===== src/rtl/ptr_bank_ctrl.sv =====
module ptr_bank_ctrl #(
  parameter int AW = 13,
  parameter int DW = 8,
  parameter int BW = 3
) (
  input  logic          clk,
  input  logic          rst_n,
  input  logic          cyc_valid,
  input  logic [AW-1:0] bus_addr,
  input  logic [DW-1:0] bus_data,
  output logic [15:0]   rom_addr,
  output logic          rom_ce
);
  localparam int OFS = AW - 1;

  logic          sect_q;
  logic [BW-1:0] prim_q;
  logic [BW-1:0] temp_q;

  logic code_win, hot_now, hot_late, zp_ptr;
  logic [BW-1:0] bank_sel;

  assign code_win = bus_addr[12:10] == 3'b111;
  assign hot_now  = bus_addr[12:10] == 3'b011 && bus_addr[3];
  assign hot_late = bus_addr[12:10] == 3'b001 && bus_addr[3];
  assign zp_ptr   = bus_addr[12:6] == 7'b0000010 && !prim_q[2];

  assign bank_sel = code_win ? prim_q : temp_q;
  assign rom_addr = {sect_q, bank_sel, bus_addr[OFS-1:0]};
  assign rom_ce   = bus_addr[12];

  always_ff @(posedge clk or negedge rst_n) begin
    if (!rst_n) begin
      sect_q <= 1'b0;
      prim_q <= '0;
      temp_q <= '0;
    end else if (cyc_valid) begin
      if (hot_now) begin
        sect_q <= bus_addr[7];
        prim_q <= bus_addr[6:4];
        temp_q <= bus_addr[6:4];
      end else begin
        if (hot_late) prim_q <= bus_addr[6:4];
        if (code_win) temp_q <= prim_q;
        else if (zp_ptr) temp_q <= bus_data[DW-1:DW-BW];
      end
    end
  end

  p_code_copy_r3: assert property (@(posedge clk) disable iff (!rst_n)
    cyc_valid && bus_addr[12:10] == 3'b111 |=> rom_addr[14:12] == $past(rom_addr[14:12]) || !bus_addr[12]);
  p_hot_now_r5: assert property (@(posedge clk) disable iff (!rst_n)
    cyc_valid && bus_addr[12:10] == 3'b011 && bus_addr[3] |=> sect_q == $past(bus_addr[7]) && prim_q == $past(bus_addr[6:4]) && temp_q == $past(bus_addr[6:4]));
  p_hot_late_r6: assert property (@(posedge clk) disable iff (!rst_n)
    cyc_valid && bus_addr[12:10] == 3'b001 && bus_addr[3] |=> prim_q == $past(bus_addr[6:4]) && $stable(temp_q) && $stable(sect_q));
  p_ptr_latch_r7: assert property (@(posedge clk) disable iff (!rst_n)
    cyc_valid && bus_addr >= 13'h0080 && bus_addr <= 13'h00BF && prim_q < 3'd4 |=> temp_q == $past(bus_data[7:5]));
  p_ptr_ignore_r8: assert property (@(posedge clk) disable iff (!rst_n)
    cyc_valid && bus_addr >= 13'h0080 && bus_addr <= 13'h00BF && prim_q >= 3'd4 |=> $stable(temp_q) && $stable(prim_q));
  p_idle_hold_r9: assert property (@(posedge clk) disable iff (!rst_n)
    !cyc_valid |=> $stable(sect_q) && $stable(prim_q) && $stable(temp_q));
  p_ce_r2: assert property (@(posedge clk) disable iff (!rst_n)
    !bus_addr[12] |-> !rom_ce && rom_addr[14:12] == temp_q);
endmodule


===== config.mk =====
export PLATFORM = sky130hd
export DESIGN_NAME = ptr_bank_ctrl
export DESIGN_NICKNAME = d
export VERILOG_FILES = /design/src/rtl/ptr_bank_ctrl.sv
export SDC_FILE = /design/constraint.sdc
export NUM_CORES = 1
export LEC_CHECK = 0
export BUFFER_PORTS_ARGS = -buffer_cell sky130_fd_sc_hd__clkbuf_2
export CAP_MARGIN = 20
export CELL_PAD_IN_SITES_DETAIL_PLACEMENT = 2
export CELL_PAD_IN_SITES_GLOBAL_PLACEMENT = 2
export CORE_UTILIZATION = 18
export CTS_BUF_LIST = sky130_fd_sc_hd__clkbuf_16
export CTS_CLUSTER_DIAMETER = 60
export DETAILED_ROUTE_END_ITERATION = 8
export MAX_ROUTING_LAYER = met4
export PLACE_DENSITY = 0.76
export SYNTH_ARGS = -nofsm -noshare
export SYNTH_HDL_FRONTEND = slang
export SYNTH_SLANG_ARGS = --single-unit

===== constraint.sdc =====
create_clock -name clk -period 1.4 [get_ports clk]
set_input_delay 0.21 -clock clk [delete_from_list [all_inputs] [get_ports clk]]
set_output_delay 0.21 -clock clk [all_outputs]
set_load 0.1 [all_outputs]

==> summary.txt <==
STA
  – Final hold viol count: 0
  – Post-route setup slack: 0.0758 ns
  – Fmax achieved: 755 MHz
  – Setup_tns: 0 ns
  – Max-slew violations: 0
  – Fin Clk Skew: 0.00284 ns
  – Least-Margin Pin Slew: around 0.55 ns
  – Setup violators final: 0
  – Relative slew slack: 63.4%
  – Fin crit share: a little over nine tenths
  – Unrepaired setup endpoints after global routing: no
  – Final Critical Period: 1.32 ns

Floorplanning
  – Initial Util: 19.6%
  – Row cnt: 18
  – Core Region: 2570 sq um
  – Top Ports: 41
  – DIE HEIGHT: about 55 um
  – DIE WIDTH: about 55 um
  – Die footprint: 3020 sq um

Min path
  – Hold wc startpoint: bus_addr[5]
  – Min-Delay Path Class: in2reg

Synthesis
  – Simple-Gate Fraction of Synth Area: between 20% and 30%
  – Yosys cell types: 14
  – Post-synthesis mux area share: between 8 and 9%
  – Adder-Cell Fraction of Synth Area: 0%
  – Synthesized area: 504 sq um
  – Mean post-synth cell area: between 8 and 9 sq um
  – Ys Warns: 0
  – Largest family of logic cells by synthesized area: simple AND/OR/NAND/NOR gates
  – Sequential-to-total area share from yosys stat: 34.7%
  – Xor/xnor cell area share of the yosys netlist: 0%
  – Synthesized flop and latch total: 7
  – Syn nets: 87
  – Post-Synthesis Cells: 63
  – Synth Area in Compound Gates: 5.46%

Outcome
  – Outcome: finished, final reports clean

Global routing
  – Initial antenna violation count: 0
  – Routing usage on met2: 19.5%
  – GR met1 Demand/Resource: 12.4%
  – First-pass GRT wire length: approximately 2300 um
  – Vias in the first global route: 508
  – GR peak layer: met2
  – Tot GR Track Use: between 10% and 20%
  – M3 GR Usage: 4.10%
  – GRT Residual Overflow: 0
  – Pin count of the biggest net entering global routing: 8

Setup path
  – Worst Path Arrival: 1.43 ns
  – Startpoint Class: flip-flop
  – WS Path Type: reg2reg
  – Crit-path max FO: 3
  – Worst r2r src: prim_q[2]$_DFFE_PN0P_
  – Data required time at the worst endpoint: 1.51 ns
  – Crit. End Element: flip-flop
  – Crit. Startpoint: prim_q[2]$_DFFE_PN0P_

Detailed routing
  – DR vias: 493
  – DRT iter0 DRCs: 3
  – Routed wire per std cell: around 13 um
  – First-pass iteration count of the detailed router: 4
  – Antenna Nets Post-Route: 0
  – Vias per std cell: roughly 4.3
  – DRC: 0
  – Final WL: 1470 um

CTS
  – CTS buffer count: 3
  – Clock Latency Late Sink: 0.23 ns
  – CTS tree: yes
  – H-tree depth: 1
  – # clock sinks: 7
  – Worst-path clk slew: 0.04 ns
  – Clock Tree Buf Depth: 2
  – Post-CTS setup buffer count: 0
  – CTS root buffer: clkbuf_16

Place
  – Place WS: -0.00276 ns
  – DP Wirelength: 1250 um
  – Final Wtd Congestion: 0.722
  – Buffers on Ports: 29

Power
  – Net Sw Frac: 41.4%
  – Peak VDD IR: 958 uV
  – Power density cells: 1790 nW/um^2
  – NetSw: 564 uW
  – Int Pwr: about 800 uW
  – Leakage: 0.000413 uW
  – Comb pwr share: 44.5%
  – Clock network power share: between 30% and 40%
  – Sequential share of power: 20.2%

Final layout
  – Final #Nets: ~110
  – N_diodes: 0
  – Area Overhead vs Synth: 51.1%
  – Area of the multi-input gates: 226 sq um
  – Register area: 175 sq um
  – Share of cells above drive strength 1: about 45%
  – FILL cells: 312

Flow run
  – Max Cap Violations: 0
## cells in the final DEF (no fill, tap or decap), drive strengths merged, types with 2 or more instances in the layout
| cell type | synthesis | layout |
|---|---|---|
| clkbuf | 0 | 22 |
| nor2 | 4 | 4 |
| nand4b | 2 | 2 |
| inv | 1 | 2 |
| a31oi | 3 | 3 |
| dfrtp | 7 | 7 |
| buf | 14 | 13 |
| mux2 | 4 | 4 |
| nand2 | 23 | 23 |
## repair_timing
| action | 4_1_cts | 5_1_grt |
|---|---|---|
| gates resized for setup | 0 | 1 |
| endpoints found under the setup margin | 0 | 3 |
| hold endpoints to repair | 7 | 0 |
| hold buffers | 1 | 0 |
## layer usage
metal	part of all wire, %	up-vias
met5	0	-
met4	0	0
met3	4.5	0
met2	57	15
met1	38	236
li1	-	242
## logic make-up (layout without fill, tap and decap cells)
logic type / count (synthesis) / count (layout)
buffers and inverters: 15 / 38
AOI/OAI and AO/OA: 4 / 4
muxes: 4 / 4
DFF: 7 / 7
and+or+nand+nor: 33 / 33
## synth_stat cells
library cell	n	area share [%]
a31oi_1	3	3.7
and3_2	1	1.5
and4b_1	1	2.0
buf_4	14	21
dfrtp_1	7	35
inv_1	1	0.74
mux2_1	3	6.7
mux2_2	1	2.2
nand2_1	23	17
nand3_1	1	0.99
nand4b_1	2	3.5
nor2_1	4	3.0
nor4_1	1	1.2
o21ai_2	1	1.7
## registers in the layout, indices dropped and copies added, names as in the netlist
| signal | flops |
|---|---|
| sect_q | 1 |
| temp_q | 3 |
| prim_q | 3 |
## power by group through the flow
stage / sequential (uW) / combinational [uW] / clock [uW]
after floorplan: 270 / 486 / 0
after global placement: 276 / 597 / 0
after detailed placement: 278 / 608 / 0
after CTS: 275 / 610 / 495
after global routing: 282 / 632 / 510
final: 275 / 605 / 480
## path summary, 6_finish.rpt
path / endpoint / slack (ns) / cells after the start
setup / recovery: temp_q[1]$_DFFE_PN0P_ / 0.08 / 4
hold reg to reg: prim_q[1]$_DFFE_PN0P_ / 0.47 / 2
setup reg to reg: temp_q[1]$_DFFE_PN0P_ / 0.08 / 4
min in group asynchronous: temp_q[0]$_DFFE_PN0P_ / 0.36 / 2
max in group asynchronous: prim_q[1]$_DFFE_PN0P_ / 0.87 / 2
hold / removal: prim_q[1]$_DFFE_PN0P_ / 0.23 / 3
## stage by stage
step | cells | utilization, % | area (sq um) | hold WS [ns] | total power [uW]
2_1_floorplan | 63 | - | 504 | -0.0856 | 756
3_3_place_gp | 111 | 26.0 | 667 | 0.0600 | 873
3_5_place_dp | 111 | 26.0 | 667 | 0.0613 | 885
4_1_cts | 116 | 29.4 | 756 | 0.233 | 1380
5_1_grt | 116 | 29.7 | 762 | 0.259 | 1420
6_report | 116 | 29.7 | 762 | 0.231 | 1360
## critical path, cell delays in order (launching register included)
cell and delay (ns):
dfrtp_1 0.37, nor4_2 0.04, and4b_1 0.21, o21ai_2 0.22
mux2_1 0.35
## cell type report
type	count	area share, %
timing repair buffer	33	31.5
multi-input combinational	41	29.7
sequential	7	23.0
clock buffer	3	9.85
tap	30	4.93
clock inverter	1	0.493
inverter	1	0.493
Note: power is estimated with default switching activity, not from simulation.
